### config.mk
export PLATFORM = sky130hd
export DESIGN_NAME = rename_map_table
export DESIGN_NICKNAME = d
export VERILOG_FILES = /design/src/rtl/rmt_pkg.sv /design/src/rtl/rmt_arch_decode.sv /design/src/rtl/rmt_free_fifo.sv /design/src/rtl/rmt_map_table.sv /design/src/rtl/rename_map_table.sv
export SDC_FILE = /design/constraint.sdc
export NUM_CORES = 1
export LEC_CHECK = 0
export BUFFER_PORTS_ARGS = -buffer_cell sky130_fd_sc_hd__buf_4
export CAP_MARGIN = 0
export CORE_ASPECT_RATIO = 1.25
export CORE_MARGIN = 1.5
export CORE_UTILIZATION = 65
export DETAILED_ROUTE_END_ITERATION = 12
export MAX_ROUTING_LAYER = met4
export PLACE_DENSITY = 0.9
export SYNTH_ARGS = -nofsm -noshare
export SYNTH_HDL_FRONTEND = slang
export SYNTH_SLANG_ARGS = --single-unit
### constraint.sdc
create_clock -name clk -period 16.9 [get_ports clk]
set_input_delay 3.38 -clock clk [delete_from_list [all_inputs] [get_ports clk]]
set_output_delay 3.38 -clock clk [all_outputs]
set_load 0.02 [all_outputs]
### src/rtl/rmt_pkg.sv
package rmt_pkg;
  typedef enum logic [1:0] {
    CLS_INT  = 2'd0,
    CLS_FP   = 2'd1,
    CLS_MISC = 2'd2
  } reg_cls_e;
endpackage

### src/rtl/rmt_arch_decode.sv
module rmt_arch_decode #(
  parameter int NI = 8,
  parameter int NF = 8,
  parameter int AW = 5,
  parameter int TW = 4
) (
  input  logic [AW-1:0]     arch,
  output rmt_pkg::reg_cls_e cls,
  output logic [TW-1:0]     tidx
);
  localparam logic [AW-1:0] LIM_I = AW'(NI);
  localparam logic [AW-1:0] LIM_R = AW'(NI + NF);

  always_comb begin
    if (arch < LIM_I)      cls = rmt_pkg::CLS_INT;
    else if (arch < LIM_R) cls = rmt_pkg::CLS_FP;
    else                   cls = rmt_pkg::CLS_MISC;
    tidx = (cls == rmt_pkg::CLS_MISC) ? '0 : arch[TW-1:0];
  end
endmodule

### src/rtl/rmt_free_fifo.sv
module rmt_free_fifo #(
  parameter int DEPTH  = 8,
  parameter int PW     = 6,
  parameter int CW     = 4,
  parameter int LO     = 0,
  parameter int ARCH_N = 8,
  parameter int BASE   = 0
) (
  input  logic          clk,
  input  logic          rst_n,
  input  logic          pop,
  input  logic          push,
  input  logic [PW-1:0] push_data,
  output logic [PW-1:0] head,
  output logic [CW-1:0] count,
  output logic          empty,
  output logic          full
);
  localparam int PTW = (DEPTH > 1) ? $clog2(DEPTH) : 1;
  localparam int OFF = BASE - LO;

  logic [PW-1:0]  mem_q [DEPTH];
  logic [PW-1:0]  mem_d [DEPTH];
  logic [PTW-1:0] rd_q, rd_d, wr_q, wr_d;
  logic [CW-1:0]  cnt_q, cnt_d;

  // k-th register of the class that is not bound at reset
  function automatic logic [PW-1:0] seed(input int k);
    return (k < OFF) ? PW'(LO + k) : PW'(LO + k + ARCH_N);
  endfunction

  function automatic logic [PTW-1:0] bump(input logic [PTW-1:0] p);
    return (p == PTW'(DEPTH - 1)) ? '0 : p + 1'b1;
  endfunction

  always_comb begin
    mem_d = mem_q;
    rd_d  = rd_q;
    wr_d  = wr_q;
    cnt_d = cnt_q;
    if (push) begin
      mem_d[wr_q] = push_data;
      wr_d        = bump(wr_q);
    end
    if (pop) rd_d = bump(rd_q);
    cnt_d = cnt_q + CW'(push) - CW'(pop);
  end

  always_ff @(posedge clk or negedge rst_n) begin
    if (!rst_n) begin
      for (int k = 0; k < DEPTH; k++) mem_q[k] <= seed(k);
      rd_q  <= '0;
      wr_q  <= '0;
      cnt_q <= CW'(DEPTH);
    end else begin
      if (push) mem_q <= mem_d;
      rd_q  <= rd_d;
      wr_q  <= wr_d;
      cnt_q <= cnt_d;
    end
  end

  assign head  = mem_q[rd_q];
  assign count = cnt_q;
  assign empty = (cnt_q == '0);
  assign full  = (cnt_q == CW'(DEPTH));
endmodule

### src/rtl/rmt_map_table.sv
module rmt_map_table #(
  parameter int NI       = 8,
  parameter int NF       = 8,
  parameter int PW       = 6,
  parameter int TW       = 4,
  parameter int INT_BASE = 0,
  parameter int FP_BASE  = 16
) (
  input  logic          clk,
  input  logic          rst_n,
  input  logic [TW-1:0] ra_idx,
  output logic [PW-1:0] ra_data,
  input  logic [TW-1:0] rb_idx,
  output logic [PW-1:0] rb_data,
  input  logic          wa_en,
  input  logic [TW-1:0] wa_idx,
  input  logic [PW-1:0] wa_data,
  input  logic          wb_en,
  input  logic [TW-1:0] wb_idx,
  input  logic [PW-1:0] wb_data
);
  localparam int NR = NI + NF;

  logic [PW-1:0] map_q [NR];
  logic [PW-1:0] map_d [NR];
  logic          upd;

  always_comb begin
    map_d = map_q;
    if (wa_en) map_d[wa_idx] = wa_data;
    if (wb_en) map_d[wb_idx] = wb_data;  // recovery write has priority
    upd = wa_en | wb_en;
  end

  always_ff @(posedge clk or negedge rst_n) begin
    if (!rst_n) begin
      for (int i = 0; i < NR; i++)
        map_q[i] <= (i < NI) ? PW'(INT_BASE + i) : PW'(FP_BASE + i - NI);
    end else if (upd) begin
      map_q <= map_d;
    end
  end

  assign ra_data = map_q[ra_idx];
  assign rb_data = map_q[rb_idx];
endmodule

### src/rtl/rename_map_table.sv
module rename_map_table #(
  parameter int NUM_INT_ARCH  = 8,
  parameter int NUM_FP_ARCH   = 8,
  parameter int NUM_MISC      = 4,
  parameter int NUM_INT_PHYS  = 16,
  parameter int NUM_FP_PHYS   = 16,
  parameter int INT_ZERO_IDX  = 0,
  parameter int FP_ZERO_IDX   = 8,
  parameter int INT_BIND_BASE = 0,
  parameter int FP_BIND_BASE  = 16,
  localparam int NR      = NUM_INT_ARCH + NUM_FP_ARCH,
  localparam int NP      = NUM_INT_PHYS + NUM_FP_PHYS,
  localparam int AW      = $clog2(NR + NUM_MISC),
  localparam int PW      = $clog2(NP + NUM_MISC),
  localparam int DEPTH_I = NUM_INT_PHYS - NUM_INT_ARCH,
  localparam int DEPTH_F = NUM_FP_PHYS - NUM_FP_ARCH,
  localparam int CW      = $clog2(((DEPTH_I > DEPTH_F) ? DEPTH_I : DEPTH_F) + 1)
) (
  input  logic          clk,
  input  logic          rst_n,
  input  logic          ren_valid,
  input  logic [AW-1:0] ren_arch,
  output logic [PW-1:0] ren_phys,
  output logic [PW-1:0] ren_prev,
  output logic          ren_stall,
  input  logic [AW-1:0] lk_arch,
  output logic [PW-1:0] lk_phys,
  input  logic          wr_valid,
  input  logic [AW-1:0] wr_arch,
  input  logic [PW-1:0] wr_phys,
  input  logic          rel_valid,
  input  logic [PW-1:0] rel_phys,
  output logic [CW-1:0] free_count
);
  import rmt_pkg::*;

  localparam int TW = $clog2(NR);
  localparam logic [PW-1:0] PIN_I = PW'(INT_BIND_BASE + INT_ZERO_IDX);
  localparam logic [PW-1:0] PIN_F = PW'(FP_BIND_BASE + FP_ZERO_IDX - NUM_INT_ARCH);

  // reset synchronizer: assert asynchronously, release on the clock
  logic [1:0] rst_pipe;
  logic       rst_sync_n;
  always_ff @(posedge clk or negedge rst_n) begin
    if (!rst_n) rst_pipe <= 2'b00;
    else        rst_pipe <= {rst_pipe[0], 1'b1};
  end
  assign rst_sync_n = rst_pipe[1];

  reg_cls_e      r_cls, l_cls, w_cls;
  logic [TW-1:0] r_tidx, l_tidx, w_tidx;

  rmt_arch_decode #(.NI(NUM_INT_ARCH), .NF(NUM_FP_ARCH), .AW(AW), .TW(TW))
    u_dec_ren (.arch(ren_arch), .cls(r_cls), .tidx(r_tidx));
  rmt_arch_decode #(.NI(NUM_INT_ARCH), .NF(NUM_FP_ARCH), .AW(AW), .TW(TW))
    u_dec_lk  (.arch(lk_arch),  .cls(l_cls), .tidx(l_tidx));
  rmt_arch_decode #(.NI(NUM_INT_ARCH), .NF(NUM_FP_ARCH), .AW(AW), .TW(TW))
    u_dec_wr  (.arch(wr_arch),  .cls(w_cls), .tidx(w_tidx));

  logic [PW-1:0] int_head, fp_head, tbl_ren, tbl_lk;
  logic [CW-1:0] int_cnt, fp_cnt;
  logic          int_empty, fp_empty, int_full, fp_full;
  logic          ren_zero, need_int, need_fp, pop_int, pop_fp;
  logic          rel_ok, rel_is_int, push_int, push_fp, force_en;
  logic [PW-1:0] ren_misc, lk_misc;

  // rename decision
  always_comb begin
    ren_zero  = (ren_arch == AW'(INT_ZERO_IDX)) || (ren_arch == AW'(FP_ZERO_IDX));
    need_int  = ren_valid && (r_cls == CLS_INT) && !ren_zero;
    need_fp   = ren_valid && (r_cls == CLS_FP)  && !ren_zero;
    ren_stall = (need_int && int_empty) || (need_fp && fp_empty);
    pop_int   = need_int && !int_empty;
    pop_fp    = need_fp  && !fp_empty;
    ren_misc  = PW'(ren_arch) + PW'(NP) - PW'(NR);
    lk_misc   = PW'(lk_arch)  + PW'(NP) - PW'(NR);
    force_en  = wr_valid && (w_cls != CLS_MISC);
  end

  // result muxes
  always_comb begin
    if (r_cls == CLS_MISC) begin
      ren_phys = ren_misc;
      ren_prev = ren_misc;
    end else begin
      ren_prev = tbl_ren;
      if (ren_zero)            ren_phys = PW'(ren_arch);
      else if (r_cls == CLS_INT) ren_phys = int_head;
      else                     ren_phys = fp_head;
    end
    lk_phys = (l_cls == CLS_MISC) ? lk_misc : tbl_lk;
  end

  // release steering
  always_comb begin
    rel_ok     = rel_valid && (rel_phys < PW'(NP)) &&
                 (rel_phys != PIN_I) && (rel_phys != PIN_F);
    rel_is_int = (rel_phys < PW'(NUM_INT_PHYS));
    push_int   = rel_ok &&  rel_is_int && !int_full;
    push_fp    = rel_ok && !rel_is_int && !fp_full;
  end

  rmt_map_table #(
    .NI(NUM_INT_ARCH), .NF(NUM_FP_ARCH), .PW(PW), .TW(TW),
    .INT_BASE(INT_BIND_BASE), .FP_BASE(FP_BIND_BASE)
  ) u_tbl (
    .clk(clk), .rst_n(rst_sync_n),
    .ra_idx(r_tidx), .ra_data(tbl_ren),
    .rb_idx(l_tidx), .rb_data(tbl_lk),
    .wa_en(pop_int | pop_fp), .wa_idx(r_tidx),
    .wa_data(pop_int ? int_head : fp_head),
    .wb_en(force_en), .wb_idx(w_tidx), .wb_data(wr_phys)
  );

  rmt_free_fifo #(
    .DEPTH(DEPTH_I), .PW(PW), .CW(CW), .LO(0),
    .ARCH_N(NUM_INT_ARCH), .BASE(INT_BIND_BASE)
  ) u_pool_int (
    .clk(clk), .rst_n(rst_sync_n), .pop(pop_int), .push(push_int),
    .push_data(rel_phys), .head(int_head), .count(int_cnt),
    .empty(int_empty), .full(int_full)
  );

  rmt_free_fifo #(
    .DEPTH(DEPTH_F), .PW(PW), .CW(CW), .LO(NUM_INT_PHYS),
    .ARCH_N(NUM_FP_ARCH), .BASE(FP_BIND_BASE)
  ) u_pool_fp (
    .clk(clk), .rst_n(rst_sync_n), .pop(pop_fp), .push(push_fp),
    .push_data(rel_phys), .head(fp_head), .count(fp_cnt),
    .empty(fp_empty), .full(fp_full)
  );

  assign free_count = (int_cnt < fp_cnt) ? int_cnt : fp_cnt;
endmodule

### Word-level counts from Yosys, hierarchy flattened

Index checks and enable logic that the tools add are counted.

| operators by class | value |
|---|---|
| mux-type cells | 46 |
| order comparisons | 20 |
| add/subtract/negate cells | 12 |
| reductions and logical operators | 33 |
| equal/unequal tests | 13 |
| bitwise logic cells | 9 |

Operators by type and width:

| operator | number |
|---|---|
| $bwmux 96 | 2 |
| $mux 96 | 2 |
| $mux 6 | 18 |
| $bwmux 48 | 2 |
| $bmux 6 s4 | 2 |
| $demux 6 s4 | 2 |
| $bmux 6 s3 | 2 |
| $demux 6 s3 | 2 |
| $logic_and 1x1->1 | 20 |
| $ge 4x4->1 const B | 4 |
| $mux 4 | 4 |
| $not 3->4 | 4 |
| $ge 5x5->1 const B | 3 |
| $lt 5x4->1 const B | 3 |
| $lt 5x5->1 const B | 3 |
| $not 4->5 | 3 |
| $add 3x1->3 const B | 4 |
| $add 5x6->6 const B | 2 |
| $eq 3x3->1 const B | 4 |
| $mux 2 | 6 |
| $mux 3 | 4 |
| $sub 6x5->6 const B | 2 |
| $lt 5x1->1 const B | 2 |
| $add 4x1->4 | 2 |
| 18 further kinds | 31 |

| word-level totals | value |
|---|---|
| word-level logic and storage cells | 172 |
| output and inout port bits | 23 |
| input bits | 32 |
| register bits | 214 |

### Depth between registers and ports, before layout

Gate-level depths: netlist (run 1).

| depth | value |
|---|---|
| depth in word-level cells | 14 |
| depth in mapped cells | 11 |
| mapped depth without buffers | 11 |

### Modules after synthesis

A second synthesis (run 1) with hierarchy kept.

| second synthesis, totals | value |
|---|---|
| cells, all modules | 1228 |
| area, all modules | 13467.9 µm² |

By module, submodules not included:

| module | sequential area each (µm²) | instances | cells an instance | area an instance (µm²) |
|---|---|---|---|---|
| rmt_map_table | 2442.3 | 1 | 738 | 6945.4 |
| rmt_free_fifo (u_pool_int) | 1477.7 | 1 | 188 | 2872.8 |
| rmt_free_fifo (u_pool_fp) | 1487.7 | 1 | 188 | 2871.5 |
| rename_map_table | 50.0 | 1 | 96 | 669.4 |
| rmt_arch_decode | 0.0 | 3 | 6 | 36.3 |

### Worst setup path before layout (run 1)

OpenSTA, ideal clock, no wires.

| timing path | value |
|---|---|
| kind | input to output |
| from | input ren_arch[0] |
| to | output ren_prev[4] |
| arrival | 4991 ps |
| required time | 13520 ps |
| cell stages on the path | 6 |
| path buffers | 3 |
| setup slack | 8529 ps |
| cell sequence | buf_2 buf_1 clkbuf_1 and3_1 o211ai_1 a41oi_1 |

| on the way | value |
|---|---|
| longest elaborated chain between the ends | 10 |
| elaborated cells between the ends (all ways) | 13 |
| those cells by class | add/sub: 2; order compare: 2; eq/ne: 1; mux: 7; bitwise: 1 |

RTL lines:

| what | line | RTL |
|---|---|---|
| start, declared | rename_map_table.sv:22 | `input logic [AW-1:0] ren_arch,` |
| $lt 5x5->1 | rmt_arch_decode.sv:16 | `else if (arch < LIM_R) cls = rmt_pkg::CLS_FP;` |
| $mux 2 | rmt_arch_decode.sv:16 |  |
| $mux 2 | rmt_arch_decode.sv:15 | `if (arch < LIM_I) cls = rmt_pkg::CLS_INT;` |
| $eq 2x2->1 | rmt_arch_decode.sv:18, rename_map_table.sv:82 |  |
| $mux 4 | rmt_arch_decode.sv:18 | `tidx = (cls == rmt_pkg::CLS_MISC) ? '0 : arch[TW-1:0];` |
| $not 4->5 (not written as such) | rmt_map_table.sv:44 | `assign ra_data = map_q[ra_idx];` |
| $bmux 6 s4 | rmt_map_table.sv:44 |  |
| $mux 6 (not written as such) (2 in a row) | rmt_map_table.sv:44 |  |
| $mux 6 (*) | rename_map_table.sv:82 | `if (r_cls == CLS_MISC) begin` |
| end, declared | rename_map_table.sv:24 | `output logic [PW-1:0] ren_prev,` |

Every way passes the cells marked *; elsewhere a longest branch is shown, timed or not. The select of a mux whose other input is x is not followed.

### Worst setup path in the final report (run 1)

| timing path | value |
|---|---|
| from | input lk_arch[0] |
| to | output lk_phys[0] |

| on the way | value |
|---|---|
| longest elaborated chain between the ends | 10 |
| elaborated cells between the ends (all ways) | 13 |
| those cells by class | add/sub: 2; order compare: 2; eq/ne: 1; mux: 7; bitwise: 1 |

RTL lines:

| what | line | RTL |
|---|---|---|
| start, declared | rename_map_table.sv:26 | `input logic [AW-1:0] lk_arch,` |
| $lt 5x5->1 | rmt_arch_decode.sv:16 |  |
| $mux 2 | rmt_arch_decode.sv:16 |  |
| $mux 2 | rmt_arch_decode.sv:15 |  |
| $eq 2x2->1 | rmt_arch_decode.sv:18, rename_map_table.sv:91 |  |
| $mux 4 | rmt_arch_decode.sv:18 |  |
| $not 4->5 (not written as such) | rmt_map_table.sv:45 | `assign rb_data = map_q[rb_idx];` |
| $bmux 6 s4 | rmt_map_table.sv:45 |  |
| $mux 6 (not written as such) (2 in a row) | rmt_map_table.sv:45 |  |
| $mux 6 (*) | rename_map_table.sv:91 | `lk_phys = (l_cls == CLS_MISC) ? lk_misc : tbl_lk;` |
| end, declared | rename_map_table.sv:27 | `output logic [PW-1:0] lk_phys,` |

Marks and branches as above.

==> metrics, run 1 <==
antenna violations before repair=0; CTS sink cnt=214; unique cell type count in the Yosys netlist=70; fraction of synthesized area in multiplexers=20.86%; Min-Delay Path Class=flip-flop to asynchronous set/reset pin; TritonCTS clock tree=done; total chip power=2164 uW; later-pin clock latency in the skew report=510 ps; post-synthesis net count=1099; Total Routing Usage GR=38.71%; final weighted congestion in routability-driven placement=0.9798; Net count, final=1129; vias in the first global route=9518; root cell of the clock tree=clkbuf_16; growth of design area from synthesis to finish=10.05%; Slew HR=27.78%; number of buffers between clock root and the deepest sink=3; Post-Synthesis Cells=1044; largest family of logic cells by synthesized area=multiplexers; cts hold-fix bufs=0; Post-synth EDFFs=0; top cells by area in the synthesized netlist=dfrtp_1, dfstp_2, mux4_2; first-pass iteration count of the detailed router=10; worst clock skew on the final layout=8.063 ps; share of the synthesized area in the top cell type=27.71%; count of final hold-check violations=0; Yosys top cell by area=dfrtp_1; number of buffers inserted to repair setup after CTS=0; count of instances resized after the clock tree is built=0; post-route setup slack=7852 ps; type of the setup path with the least slack=input pin to output pin; arrival time at the worst endpoint=5670 ps; post-synthesis share of cell area spent on full adders, half adders and majority gates=2.540%; proportion of layout cells with a drive suffix above 1=30.55%; diodes inserted=0; Yosys warning total=0; area fraction in compound gates after synthesis=13.01%; count of input and output buffers=54; starting utilization of the core area=66.11%; RSZ-0062 raised after global routing=false; utilization of the core after routing=72.76%; count of pins over their slew limit=0; clock buffer count from CTS=22; result of the run=finished, final reports clean; sequential-to-total area share from yosys stat=45.79%; cell types with the highest counts after synthesis=dfrtp_1, dfstp_2, nand2_1, mux2_2, inv_1; largest voltage drop on the vdd net=137.1 uV; io pins=55; top_reg_cell synth=dfrtp_1; number of cell rows=55; type of element capturing the critical path=output pin; count of max-cap constraint violations=0; number of violations reported at the end of detailed-routing iteration 0=1263; aggregate routed wire length=34690 um; leakage power total=0.005676 uW; power density over cell area=165.0 nW/um^2; global-route wire length before repair=54250 um; average routed wire per standard cell=26.32 um; most frequently used cell type in the post-synthesis netlist=dfrtp_1; clock transition at the registers of the reported paths=60 ps; Die Y-Extent=154.4 um; area enclosed by the die boundary=19170 um^2; register bit total from synthesis=214; sort of element at the start of the critical path=input pin; total overflow reported by the global router=0; xor and xnor area share after synthesis=0.2939%; Post-Syn Area per Cell=11.42 um^2; DRC violations left=0; maximum number of pins on one net before global-route repair=84; core area=18030 um^2; fraction of registers with async set/reset=100.0%; data required time of the worst path=13520 ps; highest clock rate=110.5 MHz; mean number of vias per cell=7.121; Sum Neg Setup Slack=0 ps; endpoints failing setup=0; vias after detailed routing=9386; Simple-Gate Fraction of Synth Area=13.12%; Max H-tree Level=1; Hold Worst Slack=345.5 ps; antenna violation net count after detailed routing=0; part of the cycle the worst path needs=53.54%; Worst Max-Slew Pin Slew=1073 ps; summed instance area of the synthesized netlist=11920 um^2; placed wire-length estimate=24710 um; horizontal die dimension=124.1 um; time the worst path needs with I/O delays and setup=9048 ps; count of filler cells inserted in the layout=1229; pre-CTS setup slack=7876 ps; maximum fanout count along the critical path=24
layout make-up:
cell class | count | area [um^2] | area share [%]
inverter | 75 | 281.5 | 2.146
clock inverter | 8 | 76.32 | 0.5818
clock buffer | 32 | 629.4 | 4.798
tap | 228 | 285.3 | 2.175
multi-input combinational | 703 | 5948 | 45.35
timing repair buffer | 58 | 435.4 | 3.319
sequential | 214 | 5461 | 41.63
path summary, 6_finish.rpt:
check / endpoint / slack, ps / from / depth (start not counted)
hold reg to reg: u_pool_fp.wr_q[2]$_DFFE_PN0P_ / 350 / rst_pipe[1]$_DFF_PN0_ / 0
max in group asynchronous: u_tbl.map_q[18]$_DFFE_PN0P_ / 14130 / rst_pipe[1]$_DFF_PN0_ / 2
min in group clk: rst_pipe[1]$_DFF_PN0_ / 350 / rst_pipe[0]$_DFF_PN0_ / 0
hold / removal: u_pool_fp.wr_q[2]$_DFFE_PN0P_ / 350 / rst_pipe[1]$_DFF_PN0_ / 0
setup / recovery: lk_phys[0] / 7850 / lk_arch[0] / 8
setup reg to reg: u_tbl.map_q[35]$_DFFE_PN0P_ / 13920 / u_pool_fp.rd_q[1]$_DFFE_PN0P_ / 5
power by group:
group          internal (uW)  total [uW]  switching [uW]  leakage, uW
Combinational            364         736             373      0.00282
Clock                    275         480             205     0.000337
Sequential               743         948             204      0.00252
metrics by stage:
step	std cells	cell area (um^2)
finish	1318	13120
global route	1318	13120
CTS	1318	13120
detailed placement	1278	12410
global placement	1278	12410
floorplan	1044	11920
placed cells by master (no fill, tap or decap), types with 7 or more instances in the layout:
cell type / instances
and2_1: 16
o21ai_0: 27
dfstp_2: 82
mux2_2: 74
a221o_1: 26
a221oi_1: 9
buf_4: 58
mux2i_1: 32
mux4_2: 56
o21ai_1: 7
a222oi_1: 18
nand3_1: 28
nand2_1: 82
nor2_1: 72
a21o_1: 8
o221ai_1: 43
or2_2: 7
inv_1: 73
clkbuf_16: 23
nand2b_1: 26
clkbuf_1: 7
dfrtp_1: 131
nor3_1: 13
ha_1: 21
a21oi_1: 25
nor2b_1: 28
cell families after synthesis:
| family | count (synthesis) |
|---|---|
| buffers and inverters | 127 |
| XOR/XNOR | 4 |
| adder cells (fa/ha/maj) | 23 |
| AND/OR/NAND/NOR | 308 |
| flip-flops | 214 |
| other | 1 |
| AO/OA/AOI/OAI | 200 |
| multiplexers | 167 |
registers in the layout, indices dropped and copies added (netlist names):
register	count
u_tbl.map_q	96
u_pool_fp.mem_q	48
u_pool_int.mem_q	48
u_pool_fp.count	4
u_pool_int.count	4
u_pool_fp.rd_q	3
u_pool_fp.wr_q	3
u_pool_int.rd_q	3
u_pool_int.wr_q	3
rst_pipe	2
metal layers:
layer  share of wire [%]  GRT usage (%)  vias up  routed length, um
met4                 5.7          18.72        0               1964
met5                   0              -        -                  0
met1                  35          48.29     4647              12150
li1                    -              -     3972                  -
met2                  48          60.33      636              16790
met3                  11          8.038      131               3785
worst max-delay path, stage by stage:
cell and delay [ps]:
buf_4 310, nor2b_1 460, buf_4 280, mux4_2 500
or4_1 410, nand2_1 80, a221oi_1 40, buf_4 180
(Power assumes the default switching activity.)
==> run 2, diff against run 1 <==
- CORE_UTILIZATION: 65 -> 56
- PLACE_DENSITY: 0.9 -> 0.83
- clock period: 16.9 -> 8.3 ns (I/O delays scaled with it)
==> metrics, run 2 (same netlist as run 1, synthesis figures left out) <==
count of input and output buffers=54 (unchanged); maximum fanout count along the critical path=24 (unchanged); crit path cell chain=buf_4 -> nor2b_1 -> buf_4 -> mux4_2 -> or4_1 -> nand2_1 -> a221oi_1 -> buf_4; Die Y-Extent=166.1 um (+7.6%); CTS sink cnt=214 (unchanged); number of flip-flops under the largest register name=96 (unchanged); largest voltage drop on the vdd net=285.6 uV (+110%); largest stage delay on the critical path=520 ps (+20 ps); area taken by flip-flops and latches=5461 um^2 (unchanged); total overflow reported by the global router=0 (unchanged); worst reg-to-reg setup slack=5380 ps (-8540 ps); root cell of the clock tree=clkbuf_16; final weighted congestion in routability-driven placement=0.9855 (+0.58%); count of pins over their slew limit=0 (unchanged); Total Routing Usage GR=32.68% (-6.0 points); area of the multi-input gates=5948 um^2 (unchanged); placed wire-length estimate=23970 um (-3.0%); most common cell type on the critical path=buf_4; GR peak layer=met2; switching fraction of total power=35.50% (-0.64 points); post-route setup slack=2857 ps (-4994 ps); vias in the first global route=9370 (-1.6%); later-pin clock latency in the skew report=520 ps (about the same); time the worst path needs with I/O delays and setup=5443 ps; count of filler cells inserted in the layout=1665 (+35%); logic gate share of total power=33.5% (-0.5 points); antenna violation net count after detailed routing=0 (unchanged); power density over cell area=332.7 nW/um^2 (+100%); count of final hold-check violations=0 (unchanged); maximum number of pins on one net before global-route repair=161 (+92%); Worst Max-Slew Pin Slew=1235 ps (+161.9 ps); RR Startpoint=u_pool_fp.rd_q[1]$_DFFE_PN0P_; highest clock rate=183.7 MHz; Setup crit end=lk_phys[0]; io pins=55 (unchanged); Sum Neg Setup Slack=0 ps (unchanged); number of cell rows=59 (+7.3%); crit path launch=lk_arch[0]; RSZ-0062 raised after global routing=false; number of buffers between clock root and the deepest sink=3 (unchanged); clock transition at the registers of the reported paths=50 ps (about the same); result of the run=finished, final reports clean; utilization of the core after routing=63.57% (-9.2 points); DRC violations left=0 (unchanged); Hold Worst Slack=352.4 ps (+6.973 ps); number of violations reported at the end of detailed-routing iteration 0=1264 (+0.079%); area enclosed by the die boundary=22180 um^2 (+16%); met1 Use GR=42.18% (-6.1 points); clock buffer count from CTS=24 (+9.1%); core area=20820 um^2 (+15%); Critical-path top delay cell=mux4_2; Switch Pwr=1563 uW (+100%); vias after detailed routing=9235 (-1.6%); diodes inserted=0 (unchanged); endpoints failing setup=0 (unchanged); proportion of layout cells with a drive suffix above 1=30.83% (+0.28 points); worst clock skew on the final layout=10.27 ps (+2.205 ps); horizontal die dimension=133.5 um (+7.5%); TritonCTS clock tree=done; endpoint of the lowest-slack register-to-register path=u_tbl.map_q[71]$_DFFE_PN0P_; Net count, final=1130 (+0.089%); power share of the sequential group=43.2% (-0.6 points); aggregate routed wire length=34570 um (-0.34%); leakage power total=0.005715 uW (+0.69%); depth of the worst register-to-register path=5 (unchanged); Min-Delay Path Class=flip-flop to flip-flop; mean number of vias per cell=6.756 (-5.1%); Max H-tree Level=1 (unchanged); part of the cycle the worst path needs=65.57%; number of buffers inserted to repair setup after CTS=0 (unchanged); proportion of power drawn by the clock network=23.2% (+1.0 points); growth of design area from synthesis to finish=11.01%; type of the setup path with the least slack=input pin to output pin; Slew HR=17.47% (-10 points); cts hold-fix bufs=0 (unchanged); grt met2 use=51.36% (-9.0 points); Top reg by flops=u_tbl.map_q; type of element capturing the critical path=output pin; data required time of the worst path=6640 ps (-6880 ps); arrival time at the worst endpoint=3780 ps (-1890 ps); count of max-cap constraint violations=0 (unchanged); starting utilization of the core area=57.26% (-8.9 points); most used cells in the layout excluding fill and tap cells=dfrtp_1, nand2_1, dfstp_2; average routed wire per standard cell=25.29 um (-3.9%); sort of element at the start of the critical path=input pin; internal power component=2840 uW (+110%); first-pass iteration count of the detailed router=8 (-2); global routing usage on met3=5.586% (-2.5 points); global-route wire length before repair=54280 um (about the same); pre-CTS setup slack=2869 ps (-5007 ps); largest registers=u_tbl.map_q (96), u_pool_fp.mem_q (48), u_pool_int.mem_q (48); count of instances resized after the clock tree is built=0 (unchanged); antenna violations before repair=0 (unchanged); most common library cell in the layout ignoring fill and taps=dfrtp_1
-- run 2: cell types whose count changed in the layout (fill, tap and decap cells not counted) --
| cell | change |
|---|---|
| buf_12 | +1 |
| buf_4 | -2 |
| bufinv_16 | -1 |
| clkbuf_1 | -1 |
| clkbuf_16 | +2 |
| clkbuf_8 | +2 |
| clkinv_2 | +3 |
| clkinv_4 | +1 |
| clkinvlp_4 | -2 |
-- run 2: area by class of cell --
type	count	share of cell area, %
Clock buffer	35	5.314
Tap cell	274	2.591
Multi-Input combinational cell	703	44.95
Inverter	75	2.127
Sequential cell	214	41.27
Timing Repair Buffer	57	3.328
Clock inverter	9	0.4160
-- run 2: critical path, delay by kind of cell --
| kind | cells | cell delay, ps |
|---|---|---|
| simple gates | 3 | 750 |
| mux | 1 | 520 |
| buf+inv | 3 | 770 |
| compound gates | 1 | 50 |
-- run 2: stage by stage --
| step | std cells | cell area, um^2 | power, uW |
|---|---|---|---|
| detailed placement | 1323 | 12470 | 3352 |
| global placement | 1323 | 12470 | 3276 |
| finish | 1367 | 13230 | 4403 |
| global route | 1367 | 13230 | 4615 |
| floorplan | 1044 | 11920 | 2853 |
| CTS | 1367 | 13230 | 4384 |
-- run 2: how the worst min path moves through the flow --
stage | from | to | depth (start not counted)
2_1_floorplan | rst_pipe[0]$_DFF_PN0_ | rst_pipe[1]$_DFF_PN0_ | 0
3_3_place_gp | rst_pipe[0]$_DFF_PN0_ | rst_pipe[1]$_DFF_PN0_ | 0
3_5_place_dp | rst_pipe[0]$_DFF_PN0_ | rst_pipe[1]$_DFF_PN0_ | 0
4_1_cts | rst_pipe[0]$_DFF_PN0_ | rst_pipe[1]$_DFF_PN0_ | 0
5_1_grt | rst_pipe[0]$_DFF_PN0_ | rst_pipe[1]$_DFF_PN0_ | 0
6_report | rst_pipe[0]$_DFF_PN0_ | rst_pipe[1]$_DFF_PN0_ | 0
-- run 2: power groups by stage --
stage / Sequential (uW) / Combinational, uW / Clock (uW)
final: 1900 / 1480 / 1020
after global routing: 1940 / 1590 / 1080
after CTS: 1890 / 1460 / 1030
after detailed placement: 1900 / 1450 / 0
after global placement: 1880 / 1400 / 0
after floorplan: 1710 / 1150 / 0
-- run 2: layer usage --
| layer | share of wire [%] | routed length [um] | vias up |
|---|---|---|---|
| met2 | 48 | 16660 | 536 |
| met4 | 4.6 | 1586 | 0 |
| met5 | 0 | 0 | - |
| met3 | 9.6 | 3333 | 107 |
| li1 | - | - | 3981 |
| met1 | 38 | 12990 | 4611 |
